--- config.mk ---
export PLATFORM = sky130hd
export DESIGN_NAME = pcm_frame_sync
export DESIGN_NICKNAME = d
export VERILOG_FILES = /design/src/rtl/pcm_fs_pkg.sv /design/src/rtl/fs_window.sv /design/src/rtl/fs_correlator.sv /design/src/rtl/fs_acq_fsm.sv /design/src/rtl/pcm_frame_sync.sv
export SDC_FILE = /design/constraint.sdc
export NUM_CORES = 1
export LEC_CHECK = 0
export BUFFER_PORTS_ARGS = -buffer_cell sky130_fd_sc_hd__buf_2
export CAP_MARGIN = 20
export CORE_ASPECT_RATIO = 0.7
export CORE_MARGIN = 1
export CORE_UTILIZATION = 30
export CTS_CLUSTER_DIAMETER = 200
export CTS_CLUSTER_SIZE = 12
export DETAILED_ROUTE_END_ITERATION = 16
export SYNTH_ARGS = -nofsm -noshare
export SYNTH_HDL_FRONTEND = slang
export SYNTH_SLANG_ARGS = --single-unit
--- constraint.sdc ---
create_clock -name clk -period 18.1 [get_ports clk]
set_input_delay 3.62 -clock clk [delete_from_list [all_inputs] [get_ports clk]]
set_output_delay 3.62 -clock clk [all_outputs]
set_load 0.1 [all_outputs]
--- src/rtl/pcm_fs_pkg.sv ---
package pcm_fs_pkg;
  typedef enum logic [1:0] {
    ST_SEARCH = 2'b00,
    ST_VERIFY = 2'b01,
    ST_LOCK   = 2'b10
  } fs_state_e;
endpackage

--- src/rtl/fs_window.sv ---
// Sliding window of received bits plus a saturating fill count.
module fs_window #(
  parameter int MAX_SYNC = 33,
  localparam int SLEN_W = $clog2(MAX_SYNC + 1)
) (
  input  logic                clk,
  input  logic                rst,
  input  logic                bit_en,
  input  logic                bit_in,
  output logic [MAX_SYNC-1:0] win_view,
  output logic [SLEN_W-1:0]   fill_view
);
  logic [MAX_SYNC-1:0] win_q;
  logic [SLEN_W-1:0]   fill_q;

  // view including the bit being presented this cycle
  assign win_view  = {win_q[MAX_SYNC-2:0], bit_in};
  assign fill_view = (fill_q == SLEN_W'(MAX_SYNC)) ? fill_q : fill_q + 1'b1;

  always_ff @(posedge clk) begin
    if (rst) begin
      win_q  <= '0;
      fill_q <= '0;
    end else if (bit_en) begin
      win_q  <= win_view;
      fill_q <= fill_view;
    end
  end


  fill_cap_chk: assert property (@(posedge clk) disable iff (rst)
    fill_q <= SLEN_W'(MAX_SYNC));
endmodule

--- src/rtl/fs_correlator.sv ---
// Masked mismatch count against the sync pattern, compared to tolerance.
module fs_correlator #(
  parameter int MAX_SYNC = 33,
  parameter int TOL_W    = 4,
  localparam int SLEN_W = $clog2(MAX_SYNC + 1)
) (
  input  logic [MAX_SYNC-1:0] win,
  input  logic [SLEN_W-1:0]   fill,
  input  logic [MAX_SYNC-1:0] pattern,
  input  logic [SLEN_W-1:0]   len,
  input  logic [TOL_W-1:0]    tol,
  output logic                hit
);
  logic [MAX_SYNC-1:0] len_mask;
  logic [MAX_SYNC-1:0] diff;
  logic [SLEN_W-1:0]   errs;

  for (genvar i = 0; i < MAX_SYNC; i++) begin : g_mask
    assign len_mask[i] = (SLEN_W'(i) < len);
  end

  assign diff = (win ^ pattern) & len_mask;

  always_comb begin
    errs = '0;
    for (int k = 0; k < MAX_SYNC; k++) begin
      errs = errs + SLEN_W'(diff[k]);
    end
  end

  assign hit = (fill >= len) && (errs <= SLEN_W'(tol));
endmodule

--- src/rtl/fs_acq_fsm.sv ---
// Search / verify / lock machine with flywheel and registered outputs.
module fs_acq_fsm
  import pcm_fs_pkg::*;
#(
  parameter int MAX_SYNC  = 33,
  parameter int MAX_FRAME = 16384,
  parameter int THR_W     = 4,
  localparam int SLEN_W = $clog2(MAX_SYNC + 1),
  localparam int POS_W  = $clog2(MAX_FRAME),
  localparam int FLEN_W = $clog2(MAX_FRAME + 1)
) (
  input  logic              clk,
  input  logic              rst,
  input  logic              bit_en,
  input  logic              hit,
  input  logic [SLEN_W-1:0] cfg_len,
  input  logic [FLEN_W-1:0] cfg_frame_bits,
  input  logic [THR_W-1:0]  cfg_lock_thr,
  input  logic [THR_W-1:0]  cfg_loss_thr,
  output logic [1:0]        state_o,
  output logic [POS_W-1:0]  pos_o,
  output logic              frame_start_o,
  output logic              word_zero_o,
  output logic              lock_evt_o
);
  fs_state_e          st_q, st_d;
  logic [POS_W-1:0]   pos_q, pos_d, pos_adv, sync_end;
  logic [THR_W-1:0]   vcnt_q, vcnt_d, mcnt_q, mcnt_d, lock_eff, loss_eff;
  logic [THR_W:0]     vcnt_inc, mcnt_inc;
  logic               fs_q, fs_d, wz_q, wz_d, ev_q, ev_d, at_edge;

  assign lock_eff = (cfg_lock_thr == '0) ? THR_W'(1) : cfg_lock_thr;
  assign loss_eff = (cfg_loss_thr == '0) ? THR_W'(1) : cfg_loss_thr;
  assign vcnt_inc = {1'b0, vcnt_q} + 1'b1;
  assign mcnt_inc = {1'b0, mcnt_q} + 1'b1;
  assign sync_end = POS_W'(cfg_len) - 1'b1;
  assign pos_adv  = (FLEN_W'(pos_q) == cfg_frame_bits - 1'b1) ? '0 : pos_q + 1'b1;
  assign at_edge  = (pos_adv == sync_end);

  always_comb begin
    st_d   = st_q;
    pos_d  = pos_q;
    vcnt_d = vcnt_q;
    mcnt_d = mcnt_q;
    fs_d   = 1'b0;
    ev_d   = 1'b0;
    if (bit_en) begin
      unique case (st_q)
        ST_SEARCH: begin
          if (hit) begin
            st_d   = ST_VERIFY;
            pos_d  = sync_end;
            vcnt_d = '0;
          end
        end
        ST_VERIFY: begin
          pos_d = pos_adv;
          if (at_edge) begin
            if (!hit) begin
              st_d  = ST_SEARCH;
              pos_d = '0;
            end else if (vcnt_inc >= {1'b0, lock_eff}) begin
              st_d   = ST_LOCK;
              mcnt_d = '0;
              fs_d   = 1'b1;
              ev_d   = 1'b1;
            end else begin
              vcnt_d = vcnt_inc[THR_W-1:0];
            end
          end
        end
        ST_LOCK: begin
          pos_d = pos_adv;
          if (at_edge) begin
            fs_d = 1'b1;
            if (hit) begin
              mcnt_d = '0;
            end else if (mcnt_inc >= {1'b0, loss_eff}) begin
              st_d   = ST_SEARCH;
              pos_d  = '0;
              mcnt_d = '0;
              fs_d   = 1'b0;
              ev_d   = 1'b1;
            end else begin
              mcnt_d = mcnt_inc[THR_W-1:0];
            end
          end
        end
        default: begin
          st_d  = ST_SEARCH;
          pos_d = '0;
        end
      endcase
    end
    wz_d = (st_d != ST_SEARCH) && (pos_d < POS_W'(cfg_len));
  end

  always_ff @(posedge clk) begin
    if (rst) begin
      st_q   <= ST_SEARCH;
      pos_q  <= '0;
      vcnt_q <= '0;
      mcnt_q <= '0;
      fs_q   <= 1'b0;
      wz_q   <= 1'b0;
      ev_q   <= 1'b0;
    end else begin
      st_q   <= st_d;
      pos_q  <= pos_d;
      vcnt_q <= vcnt_d;
      mcnt_q <= mcnt_d;
      fs_q   <= fs_d;
      wz_q   <= wz_d;
      ev_q   <= ev_d;
    end
  end

  assign state_o       = st_q;
  assign pos_o         = pos_q;
  assign frame_start_o = fs_q;
  assign word_zero_o   = wz_q;
  assign lock_evt_o    = ev_q;


  legal_state_chk: assert property (@(posedge clk) disable iff (rst)
    st_q != 2'b11);


  no_skip_verify_chk: assert property (@(posedge clk) disable iff (rst)
    ($past(st_q) == ST_SEARCH) |-> (st_q != ST_LOCK));


  start_in_lock_chk: assert property (@(posedge clk) disable iff (rst)
    fs_q |-> (st_q == ST_LOCK));


  start_single_chk: assert property (@(posedge clk) disable iff (rst)
    fs_q |=> !fs_q);


  evt_on_change_chk: assert property (@(posedge clk) disable iff (rst)
    ev_q == ((st_q == ST_LOCK) != ($past(st_q) == ST_LOCK)));


  idle_hold_chk: assert property (@(posedge clk) disable iff (rst)
    !bit_en |=> ($stable(st_q) && $stable(pos_q) && !fs_q && !ev_q));
endmodule

--- src/rtl/pcm_frame_sync.sv ---
module pcm_frame_sync #(
  parameter int MAX_SYNC  = 33,
  parameter int MAX_FRAME = 16384,
  parameter int TOL_W     = 4,
  parameter int THR_W     = 4,
  localparam int SLEN_W = $clog2(MAX_SYNC + 1),
  localparam int POS_W  = $clog2(MAX_FRAME),
  localparam int FLEN_W = $clog2(MAX_FRAME + 1)
) (
  input  logic                clk,
  input  logic                rst,
  input  logic                bit_en,
  input  logic                bit_in,
  input  logic [MAX_SYNC-1:0] cfg_pattern,
  input  logic [SLEN_W-1:0]   cfg_len,
  input  logic [TOL_W-1:0]    cfg_tol,
  input  logic [FLEN_W-1:0]   cfg_frame_bits,
  input  logic [THR_W-1:0]    cfg_lock_thr,
  input  logic [THR_W-1:0]    cfg_loss_thr,
  output logic                frame_start,
  output logic                word_zero,
  output logic [1:0]          sync_state,
  output logic [POS_W-1:0]    bit_pos,
  output logic                lock_evt
);
  logic [MAX_SYNC-1:0] win_view;
  logic [SLEN_W-1:0]   fill_view;
  logic                hit;

  fs_window #(.MAX_SYNC(MAX_SYNC)) u_win (
    .clk       (clk),
    .rst       (rst),
    .bit_en    (bit_en),
    .bit_in    (bit_in),
    .win_view  (win_view),
    .fill_view (fill_view)
  );

  fs_correlator #(.MAX_SYNC(MAX_SYNC), .TOL_W(TOL_W)) u_corr (
    .win     (win_view),
    .fill    (fill_view),
    .pattern (cfg_pattern),
    .len     (cfg_len),
    .tol     (cfg_tol),
    .hit     (hit)
  );

  fs_acq_fsm #(.MAX_SYNC(MAX_SYNC), .MAX_FRAME(MAX_FRAME), .THR_W(THR_W)) u_fsm (
    .clk            (clk),
    .rst            (rst),
    .bit_en         (bit_en),
    .hit            (hit),
    .cfg_len        (cfg_len),
    .cfg_frame_bits (cfg_frame_bits),
    .cfg_lock_thr   (cfg_lock_thr),
    .cfg_loss_thr   (cfg_loss_thr),
    .state_o        (sync_state),
    .pos_o          (bit_pos),
    .frame_start_o  (frame_start),
    .word_zero_o    (word_zero),
    .lock_evt_o     (lock_evt)
  );
endmodule

# ---- Word-level counts from Yosys, hierarchy flattened
# Cells that the tools add are included.
dict set report op_classes {
  n_eq_ne 11
  addsub 38
  bitwise 3
  mux 44
  n_lt_le_gt_ge 38
  n_reduce_logical 11
}
# op n
set op_table {}
lappend op_table {{$add A6 B1 Y6} 31}
lappend op_table {{$mux W14} 8}
lappend op_table {{$lt A5 B6 Y1 const A} 16}
lappend op_table {{$lt A4 B6 Y1 const A} 8}
lappend op_table {{$mux W4} 12}
lappend op_table {{$pmux W14 S3} 1}
lappend op_table {{$and A33 B33 Y33} 1}
lappend op_table {{$xor A33 B33 Y33} 1}
lappend op_table {{$lt A3 B6 Y1 const A} 4}
lappend op_table {{$mux W2} 8}
lappend op_table {{$pmux W4 S2} 2}
lappend op_table {{$eq A14 B15 Y1} 1}
lappend op_table {{$sub A15 B1 Y15 const B} 1}
lappend op_table {{$add A14 B1 Y14 const B} 1}
lappend op_table {{$eq A14 B14 Y1} 1}
lappend op_table {{$lt A14 B6 Y1} 1}
lappend op_table {{$lt A1 B6 Y1 const A} 2}
lappend op_table {{$lt A2 B6 Y1 const A} 2}
lappend op_table {{$reduce_and A6 Y1} 2}
lappend op_table {{$add A4 B1 Y5 const B} 2}
lappend op_table {{$ge A5 B4 Y1} 2}
lappend op_table {{$ne A2 B1 Y1 const B} 5}
lappend op_table {{$mux W1} 9}
lappend op_table {{$logic_not A4 Y1} 2}
lappend op_table {{other kinds (18)} 22}
dict set report word_totals {
  in_bits 70
  regBits 65
  word_cells 154
  output_inout_bits 19
}

# ---- Logic depth before layout (Yosys ltp)
dict set report logic_depth {
  word_depth 42
  depth_mapped 38
  mapped_depth_nobuf 36
}

# ---- Hierarchy
# A second synthesis with hierarchy kept.
dict set report unflattened {
  cells_unflattened 803
  hier_area_um2 6368.6
}
# mod cells_each n_inst area_each_um2 seq_area_each_um2
set by_module_without_submodules {}
lappend by_module_without_submodules {fs_acq_fsm 438 1 3155.5 540.5}
lappend by_module_without_submodules {fs_correlator 206 1 1637.8 0.0}
lappend by_module_without_submodules {fs_window 159 1 1575.3 760.7}

# ---- Worst setup path after synthesis
# OpenSTA, ideal clock, no wires.
dict set report synth_path {
  path_kind {input port to flip-flop}
  start {input cfg_len[1]}
  end {register u_fsm.wz_q, in the netlist u_fsm.word_zero_o}
  arrival_ps 11747
  n_path_buf 2
  setup_time_ps 71
  path_stages 35
  required_time_ps 18029
  slack_ps 6282
  cell_sequence {clkbuf_1 inv_1 ha_1 o21a_1 nor2_1 ha_1 fa_1 fa_1 fa_1 fa_1 fa_1 fa_1 ha_1 inv_1 fa_1 inv_1 ha_1 nor2b_1 o21a_1 o21a_1 o21ai_0 and3_1 o21ai_0 a21boi_0 o22a_2 buf_4 nor4_1 a31oi_1 o221ai_1 ha_1 nor2b_1 a2111oi_0 o31a_1 o311ai_1 a21oi_1}
}
dict set report synth_between {
  elab_chain_len 42
  word_cells_on_any_way 88
  cone_classes {33 x add/sub; 36 x order compare; 1 x eq/ne; 14 x mux; 1 x bitwise; 3 x reduce/logical}
}
# element line
set synth_lines {}
lappend synth_lines {{start, declared} pcm_frame_sync.sv:15} ;# input logic [SLEN_W-1:0] cfg_len,
lappend synth_lines {{$lt A1 B6 Y1} fs_correlator.sv:19} ;# assign len_mask[i] = (SLEN_W'(i) < len);
lappend synth_lines {{$and A33 B33 Y33} fs_correlator.sv:22} ;# assign diff = (win ^ pattern) & len_mask;
lappend synth_lines {{$add A1 B1 Y2} fs_correlator.sv:27} ;# errs = errs + SLEN_W'(diff[k]);
lappend synth_lines {{$add A6 B1 Y6 (31 in a row)} fs_correlator.sv:27}
lappend synth_lines {{$le A6 B4 Y1} fs_correlator.sv:31} ;# assign hit = (fill >= len) && (errs <= SLEN_W'(tol));
lappend synth_lines {{$logic_and A1 B1 Y1} fs_correlator.sv:31}
lappend synth_lines {{$mux W14, on equally long branches} {fs_acq_fsm.sv:76, fs_acq_fsm.sv:59}}
lappend synth_lines {{$mux W14, on equally long branches} {fs_acq_fsm.sv:74, fs_acq_fsm.sv:58}}
lappend synth_lines {{$pmux W14 S3 (*)} fs_acq_fsm.sv:48} ;# unique case (st_q)
lappend synth_lines {{$mux W14 (*)} fs_acq_fsm.sv:47} ;# if (bit_en) begin
lappend synth_lines {{via u_fsm.pos_d[5]} fs_acq_fsm.sv:27} ;# logic [POS_W-1:0] pos_q, pos_d, pos_adv, sync_end;
lappend synth_lines {{$lt A14 B6 Y1 (*)} fs_acq_fsm.sv:95} ;# wz_d = (st_d != ST_SEARCH) && (pos_d < POS_W'(cfg_len));
lappend synth_lines {{$logic_and A1 B1 Y1 (*)} fs_acq_fsm.sv:95}
lappend synth_lines {{end signal, assigned} fs_acq_fsm.sv:113} ;# wz_q <= wz_d;
lappend synth_lines {{end, declared} fs_acq_fsm.sv:30} ;# logic fs_q, fs_d, wz_q, wz_d, ev_q, ev_d, at_edge;
# Mark *: on every way through the listed nets, which the timed path passes. The rest lies on a longest branch.
# A chain may end at the register's enable or synchronous reset.

# ---- Worst setup path in the final report
# Ends and elaborated chain as after synthesis.

==> reports/metrics.csv <==
metric,value,unit
wl_per_cell,15.6,µm
crit_required,18.37,ns
place_congestion,0.933,
cp.buffers_inverters,4,
setup_viol,0,
setup.worst_path.start,cfg_len[1],
synth_top_area_share,20.4,%
cp_max_fo,15,
ctsHtreeMaxLevel,3,
core-area,20800,µm²
synth_seq_cells,65,
grt_pass1_vias,5425,
die_x,176,µm
wirelength,17.8,mm
cts.clk_slew.worst_paths,0.06,ns
fmax,0.0806,GHz
met3_usage,3.27,%
rsz0062_at_grt,false,
grt_pass1_wl,28.7,mm
grt_use_met1,24.8,%
hpwl,13.7,mm
fin_skew,0.0105,ns
fin_crit,12.41,ns
power.density,117,nW/µm²
vias,5840,
vias_per_cell,5.13,
met2_usage,25.0,%
drv_slew,0,
area_growth,13.9,%
synth-edff-count,0,
rows,44,
cp.depth,35,
grt_overflow_total,0,
drt-initial-drc-count,579,
slowest_delay,0.57,ns
syn_nets,939,
holdBufCountCts,0,
post_cts_buffers,0,
nNetsFinal,998,
slew_headroom,36.2,%
die_h,124,µm
vdd_drop_max,0.173,mV
r2r-start,u_win.win_q[0],
clockRootBuffer,clkbuf_16,
fillers,2166,
critPathLaunchType,input pin,
drc_errors,0,
cts_num_sinks,65,
finalCritPeriodShare,68.6,%
status,"finished, final reports clean",
ant_nets,0,
cts_made_buffers,9,
syn_inst,799,
synthArstFlopShare,0,%
cp-endpoint,u_fsm.word_zero_o,
io_pins,89,
final_hold_viol_count,0,
endpoint_kind,flop,
antenna_found_initial,0,
slowest_stage,fa_1,
yosys.area.top_type,dfxtp_1,
seq_area_frac_synth,20.4,%
busiest_layer,met2,
gr-usage-all-layers,16.8,%
cp.arrival,12.68,ns
syn_area_per_cell,7.98,µm²
n_antenna_cell,0,
ys_warn_count,0,
syn-cell-area,6370,µm²
rr_worst_depth,32,
ys_types,72,
power_leakage,3.06,nW
synth_area_leaders,"dfxtp_1 (20%), ha_1 (8.8%), fa_1 (7.9%), xnor2_1 (6.2%), mux2i_1 (6.1%)",
finalSetupTns,0,ns
min_path_type,flop to flop,
cpLargestDelayFamily,adder cells,
start_util,30.7,%
cts_resized,0,
tightest_slew,0.948,ns
cts_tree,yes,
clkLatencyLatePin,0.35,ns
crit_top_cell,fa_1,
grt_max_degree,67,
worstSetupPathType,input pin to flop,
cts_buffer_depth,2,
layout-drive-gt1-share,14.6,%
drv_cap,0,
die-area,21800,µm²
dr.pass1.iters,6,
holdWs,0.485,ns
ff2ff_setup_slack,9.27,ns
numPortBuffers,88,
yosys_most_used_dff,dfxtp_1,
r2r-end,u_fsm.word_zero_o,
==> layer usage <==
| layer | wire [µm] | part of all wire (%) |
|---|---|---|
| met5 | 0 | 0 |
| met4 | 140 | 0.79 |
| met3 | 1310 | 7.4 |
| met2 | 7290 | 41 |
| met1 | 9010 | 51 |
==> layout by cell type, fill, tap and decap left out, types with 11 or more instances in the layout <==
| cell | synthesis | layout |
|---|---|---|
| xnor2_1 | 45 | 45 |
| a31oi_1 | 11 | 11 |
| dfxtp_1 | 65 | 65 |
| nor3_1 | 18 | 18 |
| nand2_1 | 54 | 54 |
| inv_1 | 65 | 65 |
| nor2b_1 | 12 | 12 |
| nor2_1 | 85 | 85 |
| xor2_1 | 27 | 27 |
| nand3_1 | 27 | 27 |
| a21oi_1 | 43 | 43 |
| ha_1 | 45 | 45 |
| fa_1 | 25 | 25 |
| o21ai_0 | 36 | 36 |
| nand2b_1 | 14 | 14 |
| nand4_1 | 13 | 13 |
| buf_2 | 6 | 88 |
| mux2i_1 | 39 | 39 |
==> power breakdown <==
| part | internal, W | switching [W] | total, W |
|---|---|---|---|
| clock network | 0.0000936 | 0.0000731 | 0.000167 |
| registers | 0.000146 | 0.00000918 | 0.000156 |
| logic | 0.000241 | 0.000286 | 0.000527 |
| total | 0.000481 | 0.000368 | 0.000849 |
==> cells by family (layout without fill, tap and decap cells) <==
family	Yosys count	count (layout)	share of synthesized area [%]
buf+inv	107	171	6.85
compound gates	164	164	17.0
xor+xnor	72	72	9.89
fa+ha+maj	70	70	16.7
mux	39	39	6.12
simple gates	282	282	23.0
flops	65	65	20.4
==> worst min-delay path: stages, from the launching register on <==
cell and delay (ns):
dfxtp_1 0.33, nand2_1 0.06, a21oi_1 0.05
==> through the flow <==
step	cells	area (µm²)	total power, W	util, %	setup WS [ns]
4_1_cts	1139	7260	0.000852	35.0	5.75
5_1_grt	1139	7260	0.000930	35.0	5.03
3_5_place_dp	1123	6980	0.000678	33.6	5.39
3_3_place_gp	1123	6980	0.000665	33.6	5.66
2_1_floorplan	799	6370	0.000569	-	6.28
6_report	1139	7260	0.000849	35.0	5.69
==> worst min path at each step <==
stage                     from              end  slack (ns)  depth (start not counted)
2_1_floorplan  u_fsm.vcnt_q[1]  u_fsm.vcnt_q[1]        0.45                          2
3_3_place_gp   u_fsm.mcnt_q[1]  u_fsm.mcnt_q[1]        0.46                          2
3_5_place_dp   u_fsm.vcnt_q[1]  u_fsm.vcnt_q[1]        0.48                          2
4_1_cts        u_fsm.vcnt_q[1]  u_fsm.vcnt_q[1]        0.49                          2
5_1_grt        u_fsm.mcnt_q[1]  u_fsm.mcnt_q[1]        0.51                          2
6_report       u_fsm.vcnt_q[3]  u_fsm.vcnt_q[3]        0.48                          2
==> final cells by class <==
class | count | area [µm²] | share of cell area [%]
clock inverters | 7 | 51.3 | 0.707
repair buffers | 90 | 455 | 6.27
flip-flops and latches | 65 | 1300 | 17.9
multi-input cells | 627 | 4640 | 63.9
clock buffers | 9 | 225 | 3.10
well taps | 276 | 345 | 4.76
inverters | 65 | 244 | 3.36
==> cell usage after synthesis, types with 5 or more instances <==
cell type / count
nor2_1: 85
dfxtp_1: 65
inv_1: 65
nand2_1: 54
ha_1: 45
xnor2_1: 45
a21oi_1: 43
mux2i_1: 39
o21ai_0: 36
clkbuf_1: 29
nand3_1: 27
xor2_1: 27
fa_1: 25
nor3_1: 18
nand2b_1: 14
nand4_1: 13
nor2b_1: 12
a31oi_1: 11
nor4_1: 10
or3_1: 8
a211oi_1: 7
o211ai_1: 7
and3_1: 6
buf_2: 6
o21a_1: 6
a21o_1: 5
nand3b_1: 5
==> sequential cells by signal (all words and copies together), names as in the netlist <==
signal / flops
u_win.win_q: 32
u_fsm.pos_o: 14
u_win.fill_q: 6
u_fsm.mcnt_q: 4
u_fsm.vcnt_q: 4
u_fsm.state_o: 2
u_fsm.frame_start_o: 1
u_fsm.lock_evt_o: 1
u_fsm.word_zero_o: 1
Power figures use the tool's default switching activity.
